===== config.mk =====
export PLATFORM = sky130hd
export DESIGN_NAME = resetCauseLogger
export DESIGN_NICKNAME = d
export VERILOG_FILES = /design/src/rtl/rcl_pkg.sv /design/src/rtl/rclEventCtrl.sv /design/src/rtl/rclFlagPath.sv /design/src/rtl/resetCauseLogger.sv
export SDC_FILE = /design/constraint.sdc
export NUM_CORES = 1
export LEC_CHECK = 0
export BUFFER_PORTS_ARGS = -buffer_cell sky130_fd_sc_hd__buf_2
export CORE_MARGIN = 1.5
export CORE_UTILIZATION = 40
export DETAILED_ROUTE_END_ITERATION = 10
export HOLD_SLACK_MARGIN = 0.06
export PLACE_DENSITY = 0.82
export REMOVE_ABC_BUFFERS = 1
export SETUP_SLACK_MARGIN = 0.1
export SKIP_LAST_GASP = 1
export SYNTH_ARGS = -nofsm -noshare
export SYNTH_HDL_FRONTEND = slang
export SYNTH_HIERARCHICAL = 1
export SYNTH_SLANG_ARGS = --single-unit

===== constraint.sdc =====
create_clock -name clk -period 0.8 [get_ports clk]
set_clock_uncertainty 0.1 [all_clocks]
set_input_delay 0.16 -clock clk [delete_from_list [all_inputs] [get_ports clk]]
set_output_delay 0.16 -clock clk [all_outputs]
set_load 0.05 [all_outputs]

===== src/rtl/rcl_pkg.sv =====
package rcl_pkg;
  typedef enum logic [1:0] {PC_KEEP, PC_ZERO, PC_NEXT, PC_VEC} pcSel_e;

  // strobes from the event decoder to the flag datapath
  typedef struct packed {
    logic   porClr;
    logic   borClr;
    logic   toWr;
    logic   toVal;
    logic   pdWr;
    logic   pdVal;
    pcSel_e pcSel;
  } flagCtrl_t;

  localparam int NUM_EV = 8;
  // bit index equals priority rank, 0 highest
  localparam int EV_POWER     = 0;
  localparam int EV_BROWN     = 1;
  localparam int EV_PIN_SLEEP = 2;
  localparam int EV_PIN_RUN   = 3;
  localparam int EV_WDT_RST   = 4;
  localparam int EV_WDT_WAKE  = 5;
  localparam int EV_INT_WAKE  = 6;
  localparam int EV_SLEEP     = 7;
endpackage


===== src/rtl/rclEventCtrl.sv =====
module rclEventCtrl
  import rcl_pkg::*;
(
  input  logic [NUM_EV-1:0] evVec,
  input  logic              gie,
  output flagCtrl_t         ctrl
);
  logic [NUM_EV-1:0] winner;

  // isolate the lowest-index (highest-priority) strobe
  always_comb begin
    winner = '0;
    for (int i = NUM_EV - 1; i >= 0; i--) begin
      if (evVec[i]) winner = NUM_EV'(1) << i;
    end
  end

  always_comb begin
    ctrl = '0;
    ctrl.pcSel = PC_KEEP;
    unique case (1'b1)
      winner[EV_POWER]: begin
        ctrl.porClr = 1'b1;
        ctrl.toWr = 1'b1; ctrl.toVal = 1'b1;
        ctrl.pdWr = 1'b1; ctrl.pdVal = 1'b1;
        ctrl.pcSel = PC_ZERO;
      end
      winner[EV_BROWN]: begin
        ctrl.borClr = 1'b1;
        ctrl.toWr = 1'b1; ctrl.toVal = 1'b1;
        ctrl.pdWr = 1'b1; ctrl.pdVal = 1'b1;
        ctrl.pcSel = PC_ZERO;
      end
      winner[EV_PIN_SLEEP]: begin
        ctrl.toWr = 1'b1; ctrl.toVal = 1'b1;
        ctrl.pdWr = 1'b1; ctrl.pdVal = 1'b0;
        ctrl.pcSel = PC_ZERO;
      end
      winner[EV_PIN_RUN]: begin
        ctrl.pcSel = PC_ZERO;
      end
      winner[EV_WDT_RST]: begin
        ctrl.toWr = 1'b1; ctrl.toVal = 1'b0;
        ctrl.pdWr = 1'b1; ctrl.pdVal = 1'b1;
        ctrl.pcSel = PC_ZERO;
      end
      winner[EV_WDT_WAKE]: begin
        ctrl.toWr = 1'b1; ctrl.toVal = 1'b0;
        ctrl.pdWr = 1'b1; ctrl.pdVal = 1'b0;
        ctrl.pcSel = PC_NEXT;
      end
      winner[EV_INT_WAKE]: begin
        ctrl.toWr = 1'b1; ctrl.toVal = 1'b1;
        ctrl.pdWr = 1'b1; ctrl.pdVal = 1'b0;
        ctrl.pcSel = gie ? PC_VEC : PC_NEXT;
      end
      winner[EV_SLEEP]: begin
        ctrl.toWr = 1'b1; ctrl.toVal = 1'b1;
        ctrl.pdWr = 1'b1; ctrl.pdVal = 1'b0;
      end
      default: ;
    endcase
  end


  always_comb begin
    single_winner_chk: assert ($onehot0(winner) && ((winner & ~evVec) == '0));
  end
endmodule


===== src/rtl/rclFlagPath.sv =====
module rclFlagPath
  import rcl_pkg::*;
#(
  parameter int PC_W = 13,
  parameter logic [PC_W-1:0] VEC_ADDR = PC_W'(4)
) (
  input  logic            clk,
  input  logic            rstN,
  input  flagCtrl_t       ctrl,
  input  logic            swWrEn,
  input  logic            swPor,
  input  logic            swBor,
  input  logic [PC_W-1:0] pcIn,
  output logic            porFlag,
  output logic            borFlag,
  output logic            toFlag,
  output logic            pdFlag,
  output logic [PC_W-1:0] resumePc
);
  logic [PC_W-1:0] pcNext;

  always_comb begin
    unique case (ctrl.pcSel)
      PC_ZERO: pcNext = '0;
      PC_NEXT: pcNext = pcIn + PC_W'(1);
      PC_VEC:  pcNext = VEC_ADDR;
      default: pcNext = resumePc;
    endcase
  end

  always_ff @(posedge clk or negedge rstN) begin
    if (!rstN) begin
      porFlag  <= 1'b0;
      borFlag  <= 1'b0;
      toFlag   <= 1'b1;
      pdFlag   <= 1'b1;
      resumePc <= '0;
    end else begin
      if (ctrl.porClr)  porFlag <= 1'b0;
      else if (swWrEn)  porFlag <= swPor;
      if (ctrl.borClr)  borFlag <= 1'b0;
      else if (swWrEn)  borFlag <= swBor;
      if (ctrl.toWr)    toFlag <= ctrl.toVal;
      if (ctrl.pdWr)    pdFlag <= ctrl.pdVal;
      resumePc <= pcNext;
    end
  end


  por_clear_wins_chk: assert property (@(posedge clk) disable iff (!rstN)
    ctrl.porClr |=> !porFlag);

  bor_clear_wins_chk: assert property (@(posedge clk) disable iff (!rstN)
    ctrl.borClr |=> !borFlag);

  pc_hold_chk: assert property (@(posedge clk) disable iff (!rstN)
    (ctrl.pcSel == PC_KEEP) |=> $stable(resumePc));
endmodule


===== src/rtl/resetCauseLogger.sv =====
module resetCauseLogger
  import rcl_pkg::*;
#(
  parameter int PC_W = 13,
  parameter logic [PC_W-1:0] VEC_ADDR = PC_W'(4)
) (
  input  logic            clk,
  input  logic            rstN,
  input  logic            evPowerOn,
  input  logic            evBrownOut,
  input  logic            evPinRun,
  input  logic            evPinSleep,
  input  logic            evWdtReset,
  input  logic            evWdtWake,
  input  logic            evIntWake,
  input  logic            evSleep,
  input  logic            gie,
  input  logic [PC_W-1:0] pcIn,
  input  logic            swWrEn,
  input  logic            swPor,
  input  logic            swBor,
  output logic            porFlag,
  output logic            borFlag,
  output logic            toFlag,
  output logic            pdFlag,
  output logic [PC_W-1:0] resumePc
);
  logic [NUM_EV-1:0] evVec;
  flagCtrl_t         ctrl;

  always_comb begin
    evVec = '0;
    evVec[EV_POWER]     = evPowerOn;
    evVec[EV_BROWN]     = evBrownOut;
    evVec[EV_PIN_SLEEP] = evPinSleep;
    evVec[EV_PIN_RUN]   = evPinRun;
    evVec[EV_WDT_RST]   = evWdtReset;
    evVec[EV_WDT_WAKE]  = evWdtWake;
    evVec[EV_INT_WAKE]  = evIntWake;
    evVec[EV_SLEEP]     = evSleep;
  end

  rclEventCtrl ctrl_i (.evVec(evVec), .gie(gie), .ctrl(ctrl));

  rclFlagPath #(.PC_W(PC_W), .VEC_ADDR(VEC_ADDR)) path_i (
    .clk(clk), .rstN(rstN), .ctrl(ctrl),
    .swWrEn(swWrEn), .swPor(swPor), .swBor(swBor), .pcIn(pcIn),
    .porFlag(porFlag), .borFlag(borFlag), .toFlag(toFlag), .pdFlag(pdFlag),
    .resumePc(resumePc)
  );

  logic noneAboveInt;
  assign noneAboveInt = !(evPowerOn | evBrownOut | evPinSleep | evPinRun |
                          evWdtReset | evWdtWake);


  power_on_chk: assert property (@(posedge clk) disable iff (!rstN)
    evPowerOn |=> (!porFlag && toFlag && pdFlag && resumePc == '0));

  brown_out_chk: assert property (@(posedge clk) disable iff (!rstN)
    (evBrownOut && !evPowerOn) |=>
      (!borFlag && toFlag && pdFlag && resumePc == '0 && porFlag == $past(swWrEn ? swPor : porFlag)));

  int_vector_chk: assert property (@(posedge clk) disable iff (!rstN)
    (evIntWake && gie && noneAboveInt) |=> (resumePc == VEC_ADDR && toFlag && !pdFlag));

  por_rise_chk: assert property (@(posedge clk) disable iff (!rstN)
    $rose(porFlag) |-> $past(swWrEn && swPor));
endmodule


---- Word-level counts from Yosys, hierarchy flattened ----
Cells that the tools add are included.
word-level totals
  bits of input ports ..................... 27
  register bits after elaboration ......... 17
  output and inout bits ................... 17
  logic and storage cells ................. 33
cells by class
  equality and inequality tests ........... 3
  mux-type cells .......................... 18
  reductions and logical operators ........ 6
  $add $sub $neg .......................... 1
operators with widths
  cell                                                                   count
  8-bit two-way mux                                                      8
  13-bit case mux with 3 select lines                                    1
  4-bit case mux with 4 select lines                                     1
  13-bit by 1-bit adder with 13-bit output, second input constant        1
  1-bit two-way mux                                                      7
  2-bit case mux with 3 select lines                                     1
  5-bit OR reduction                                                     1
  2-bit equality test, second input constant                             2
  2-bit nonzero test                                                     2
  3-bit nonzero test                                                     1
  3-bit OR reduction                                                     1
  2-bit by 1-bit equality test with 1-bit output, second input constant  1
  2-bit OR reduction                                                     1

---- Longest topological paths before layout ----
Gate-level depths: netlist of run 1.
  depth in word-level cells ............... 12
  gate-level depth with buffers ........... 5

---- Cells and area by module ----
The synthesis of run 1 kept the hierarchy.
modules (own cells, without submodules)
  module        instances  area an instance (um2)  sequential area each (um2)  cells an instance
  rclFlagPath   1          880.8                   427.9                       82
  rclEventCtrl  1          93.8                    0.0                         14

---- Least setup slack after synthesis of run 1 ----
No wires, ideal clock.
  kind .................................... input to register
  from .................................... input port evPowerOn
  to ...................................... register path_i.resumePc[0]
  buffers on the path ..................... 1
  path slack .............................. -635 ps
  arrival time ............................ 1201 ps
  setup time .............................. 133 ps
  required time ........................... 567 ps
  stages .................................. 5
  cell sequence ........................... nor3_2 > o211a_1 > clkbuf_1 > mux2i_1 > nor2_1
RTL lines
  item                  RTL line               RTL
  start, declared       resetCauseLogger.sv:9  input logic evPowerOn,
  end signal, assigned  rclFlagPath.sv:45      resumePc <= pcNext;
  end, declared         rclFlagPath.sv:18      output logic [PC_W-1:0] resumePc

---- Worst setup path in the final report of run 1 ----
  from .................................... register path_i.toFlag
  to ...................................... output port toFlag
RTL lines
  item                    RTL line                RTL
  start, declared         rclFlagPath.sv:16       output logic toFlag,
  start signal, assigned  rclFlagPath.sv:43       if (ctrl.toWr) toFlag <= ctrl.toVal;
  end, declared           resetCauseLogger.sv:24  output logic toFlag,
No word-level cell between the ends.

==> results of run 1 <==
## state kept, by name (all words and copies together), names as in the netlist
register,count
path_i/porFlag,1
path_i/toFlag,1
path_i/resumePc,13
path_i/pdFlag,1
path_i/borFlag,1
## power by group
group	switching [mW]	leakage (nW)	internal, mW
Sequential	0.0127	0.229	0.878
Combinational	0.250	0.617	0.228
Clock	0.288	0.0177	0.186
Total	0.552	0.863	1.29
## stage by stage
| step | setup TNS, ns | setup slack (ns) | cell area (um^2) |
|---|---|---|---|
| floorplan | -10.01 | -0.653 | 948 |
| global route | -11.52 | -0.495 | 1860 |
| finish | -10.63 | -0.462 | 1860 |
| detailed placement | -9.98 | -0.659 | 1360 |
| global placement | -9.23 | -0.588 | 1360 |
| CTS | -8.94 | -0.466 | 1740 |
## layout by cell type (no fill, tap or decap), types with 2 or more instances in the layout
| cell | count |
|---|---|
| a211oi_2 | 9 |
| buf_2 | 21 |
| buf_4 | 33 |
| buf_6 | 24 |
| buf_8 | 5 |
| clkbuf_4 | 3 |
| dfrtp_1 | 15 |
| dfstp_2 | 2 |
| inv_1 | 2 |
| mux2i_1 | 4 |
| nand2_1 | 4 |
| nand3_1 | 2 |
| nand4_1 | 2 |
| nor2_1 | 7 |
| nor2_2 | 2 |
| nor2_4 | 7 |
| or3_1 | 2 |
| xnor2_1 | 4 |
| xor2_1 | 6 |
## per-layer routing
layer,up-vias,wire [um],global-route usage (%)
met5,-,0,0
met4,0,80,9.83
met3,6,207,4.57
met2,50,1930,43.8
met1,540,1400,28.9
li1,511,-,-
## cells by family after synthesis
| group | count (synthesis) | share of synthesized area (%) |
|---|---|---|
| AO/OA/AOI/OAI | 17 | 13.2 |
| XOR/XNOR | 10 | 8.99 |
| adder cells (fa/ha/maj) | 1 | 1.28 |
| buffers and inverters | 7 | 3.47 |
| flip-flops | 17 | 43.9 |
| multiplexers | 6 | 6.42 |
| AND/OR/NAND/NOR | 38 | 22.7 |
## worst paths after layout
| check | start | to | slack (ns) | cells after the start |
|---|---|---|---|---|
| max | path_i/toFlag | toFlag | -0.46 | 1 |
| min | rstN | path_i/resumePc[10] | -0.34 | 1 |
| max reg2reg | path_i/resumePc[7] | path_i/resumePc[7] | -0.25 | 4 |
| min reg2reg | path_i/resumePc[1] | path_i/resumePc[1] | 0.46 | 2 |
| max in group asynchronous | rstN | path_i/pdFlag | 0.62 | 1 |
| min in group clk | swBor | path_i/borFlag | 0.02 | 3 |
## cell type report
cell class                      instances  area, um^2
Clock buffer                            3        22.5
Clock inverter                          1        5.00
Fill cell                             134         390
Inverter                                2        7.51
Multi-Input combinational cell         72         668
Sequential cell                        17         428
Tap cell                               28        35.0
Timing Repair Buffer                   83         698
## repair_timing
action	in CTS	in global routing
buffers inserted	9	8
setup endpoints to repair	34	34
hold endpoints to repair	19	19
gates resized for setup	78	17
cloned	2	0
pin swaps	20	15
==> results.json, run 1 <==
{
  "path_cells": "buf_8",
  "fin_nets": 207,
  "vdd_drop_max_uv": 777,
  "avgViaCountPerCell": 5.37,
  "violations": "hold timing, setup timing",
  "dp.cells": 183,
  "first_global_vias": 1062,
  "rsz0062_at_grt": "true",
  "chipWidth_um": 52.4,
  "ys_seq_area_share_pct": 43.9,
  "finalSetupViolations": 33,
  "yosys_warnings": 6,
  "power_leakage_nw": 0.863,
  "outcome": "finished, violations left",
  "die_h_um": 52.4,
  "netlist.area_leader.share_pct": 38.5,
  "routed_wl_mm": 3.61,
  "arrival_ns": 1.00,
  "cts-root-buf": "clkbuf_4",
  "die-area_um2": 2740,
  "endpoint_kind": "output port",
  "core_um2": 2250,
  "async_flop_share_pct": 100,
  "fin_ws_ns": -0.462,
  "syn_area_um2": 975,
  "drt_first_iter_violations": 23,
  "relSlewSlack_pct": 74.6,
  "drt_pass1_iterations": 4,
  "synth-edff-count": 0,
  "hp-class": "in2async",
  "cellPowerDensity_nw_per_um2": 989,
  "avgSynthCellArea_um2": 10.2,
  "hold_viol_final": 17,
  "via_count": 1107,
  "holdWs_ns": -0.336,
  "synthesis.instances": 96,
  "startpoint_type": "register",
  "period_share_pct": 158,
  "layout_min_cycle_time_ns": 1.26,
  "layout.cells.non_filler": 206,
  "worst_ep_required_time_ns": 0.54,
  "clkSinkCount": 17,
  "drv_cap": 0,
  "worst_pin_slew_ns": 0.381,
  "synth_cell_type_count": 36,
  "crit_slowest_cell": "dfstp_2",
  "drc_errors": 0,
  "crit_fanout": 2,
  "slowest_delay_ns": 0.57,
  "synth_area_leaders": "dfrtp_1 (39%), a211oi_1 (6.2%), nor2_1 (6.2%), dfstp_2 (5.4%), xor2_1 (5.4%)",
  "pin_count": 44,
  "clk_pin_slew_ns": 0.11,
  "yosys-top-cells-count": "nor2_1 (16), dfrtp_1 (15), a211oi_1 (8)",
  "clk_latency_ns": 0.29,
  "synthFlopType": "dfrtp_1",
  "clk_path_buf_depth": 2,
  "htree_levels": 1,
  "final_layout_size_suffix_gt1_share_pct": 67.4,
  "finalPower_mw": 1.84,
  "dp_hpwl_mm": 1.93,
  "post_drt_wl_per_cell_um": 17.5,
  "grtUsageTotal_pct": 24.6,
  "antenna_found_initial": 0,
  "cts_tree": "built",
  "crit_type": "reg2out",
  "gp_congestion": 0.804,
  "start_util_pct": 43.2,
  "cpLargestDelayFamily": "flip-flops",
  "synthToLayoutAreaGrowth_pct": 91.3,
  "n_antenna_cell": 0,
  "portBuffers": 43,
  "ys_ff_latch": 17,
  "synth.most_common_cell": "nor2_1",
  "grt_start_max_net_pins": 18,
  "crit_buf_inv": 1,
  "yosysTopAreaCell": "dfrtp_1",
  "rows": 17,
  "fmax_ghz": 0.792,
  "finalMaxSlewViolations": 0,
  "cts_made_buffers": 3,
  "overflow": 0,
  "final_util_pct": 82.7,
  "grt_pass1_wl_mm": 4.81,
  "postRouteAntennaNets": 0
}
(Power assumes the default switching activity.)
==> run 2: changes to the inputs <==
--- a/config.mk
+++ b/config.mk
@@ -6,7 +6,6 @@
 export NUM_CORES = 1
 export LEC_CHECK = 0
 export BUFFER_PORTS_ARGS = -buffer_cell sky130_fd_sc_hd__buf_2
-export CORE_MARGIN = 1.5
 export CORE_UTILIZATION = 40
 export DETAILED_ROUTE_END_ITERATION = 10
 export HOLD_SLACK_MARGIN = 0.06
==> run 2 against run 1 <==
Sequential power is essentially flat. Highest routed layer unchanged. Die area shrank 3.8%. Largest power group unchanged. The flow still finishes with violations (hold timing, setup timing). Cell count grew 4.9%.
==> results.json, run 2 (synthesis gave the netlist of run 1 again) <==
{
  "period_share_pct": 162,
  "rsz0062_at_grt": "true",
  "first_global_vias": 1161,
  "top_register": "path_i/resumePc",
  "drv_cap": 0,
  "cts-root-buf": "clkbuf_4",
  "final_layout_size_suffix_gt1_share_pct": 71.8,
  "cts_tree": "built",
  "core_um2": 2250,
  "worst_ep_required_time_ns": 0.54,
  "post_drt_wl_per_cell_um": 21.8,
  "postRouteAntennaNets": 0,
  "antenna_found_initial": 0,
  "finalMaxSlewViolations": 0,
  "avgViaCountPerCell": 5.73,
  "path_cells": "buf_8",
  "hold_viol_final": 17,
  "clk_latency_ns": 0.31,
  "final_common_cell": "buf_4",
  "crit_buf_inv": 1,
  "holdWs_ns": -0.347,
  "routed_wl_mm": 4.70,
  "cts_made_buffers": 3,
  "grt_pass1_wl_mm": 5.37,
  "layout_common_cells": "buf_4 (40), buf_6 (25), buf_2 (22), dfrtp_1 (15), a211oi_2 (9)",
  "clk_path_buf_depth": 2,
  "worst_pin_slew_ns": 0.424,
  "arrival_ns": 1.03,
  "die_h_um": 51.4,
  "fin_ws_ns": -0.495,
  "place_area_um2": 1360,
  "finalSetupViolations": 34,
  "die-area_um2": 2640,
  "overflow": 0,
  "portBuffers": 43,
  "fin_nets": 217,
  "power_leakage_nw": 0.928,
  "endpoint_kind": "output port",
  "start_util_pct": 43.2,
  "rows": 17,
  "grtUsageTotal_pct": 29.5,
  "relSlewSlack_pct": 71.5,
  "pin_count": 44,
  "hp-class": "in2async",
  "r2r_end": "path_i/resumePc[3]",
  "clk_pin_slew_ns": 0.10,
  "cellPowerDensity_nw_per_um2": 962,
  "largest_reg_flops": 13,
  "drt_first_iter_violations": 43,
  "setup_tns_ns": -10.71,
  "clkSinkCount": 17,
  "fmax_ghz": 0.772,
  "chipWidth_um": 51.4,
  "grt_start_max_net_pins": 18,
  "crit_fanout": 2,
  "vdd_drop_max_uv": 1240,
  "cpLargestDelayFamily": "flip-flops",
  "layout_min_cycle_time_ns": 1.29,
  "final_util_pct": 88.0,
  "drt_pass1_iterations": 4,
  "r2r_slack_ns": -0.29,
  "slowest_delay_ns": 0.57,
  "reg2reg_from": "path_i/resumePc[3]",
  "outcome": "finished, violations left",
  "via_count": 1238,
  "fin_area_um2": 1980,
  "crit_slowest_cell": "dfstp_2",
  "htree_levels": 1,
  "drc_errors": 0,
  "crit_type": "reg2out",
  "n_antenna_cell": 0,
  "synthToLayoutAreaGrowth_pct": 104,
  "gp_congestion": 0.785,
  "n_fill_cell": 100,
  "reg2reg_depth": 4,
  "dp_hpwl_mm": 2.03,
  "violations": "hold timing, setup timing",
  "startpoint_type": "register"
}
[run 2: changes by cell type in the layout (fill, tap and decap cells not counted), sizes merged]
cell,change
buf,+10
[run 2: timing repair]
| item | 4_1_cts | 5_1_grt |
|---|---|---|
| cloned | 1 | 0 |
| buffers inserted | 16 | 11 |
| gates resized for setup | 75 | 27 |
| endpoints found under the hold margin | 19 | 18 |
| pin swaps | 26 | 13 |
| endpoints found under the setup margin | 34 | 34 |
[run 2: worst max path at each step]
stage | start | to | slack [ns] | cells after the start
after floorplan | evPowerOn | path_i/resumePc[0] | -0.65 | 4
after global placement | evPowerOn | path_i/resumePc[8] | -0.58 | 6
after detailed placement | evPowerOn | path_i/resumePc[8] | -0.65 | 6
after CTS | path_i/pdFlag | pdFlag | -0.46 | 1
after global routing | path_i/pdFlag | pdFlag | -0.51 | 1
final | path_i/pdFlag | pdFlag | -0.49 | 1
[run 2: cell type report]
cell class,instances,area (um^2),share of cell area (%)
Clock buffer,3,22.5,1.13
Multi-Input combinational cell,72,699,35.2
Tap cell,28,35.0,1.77
Clock inverter,1,5.00,0.252
Timing Repair Buffer,93,787,39.7
Inverter,2,7.51,0.378
Sequential cell,17,428,21.6
[run 2: metal layers]
layer	up-vias	GRT usage, %	share of wire, %	wire (um)
li1	533	-	-	-
met1	600	28.9	34	1610
met2	81	54.8	52	2460
met3	24	3.87	6.8	321
met4	0	22.5	6.6	312
met5	-	0	0	0
[run 2: where the power goes]
group          internal [mW]  switching, mW
clock                  0.187          0.306
combinational          0.247          0.277
sequential             0.878         0.0141
[run 2: through the flow]
stage | power [mW] | instances | setup slack, ns
2_1_floorplan | 1.05 | 91 | -0.653
5_1_grt | 1.97 | 216 | -0.508
3_5_place_dp | 1.27 | 184 | -0.646
4_1_cts | 1.80 | 205 | -0.457
6_report | 1.91 | 216 | -0.495
3_3_place_gp | 1.25 | 184 | -0.582
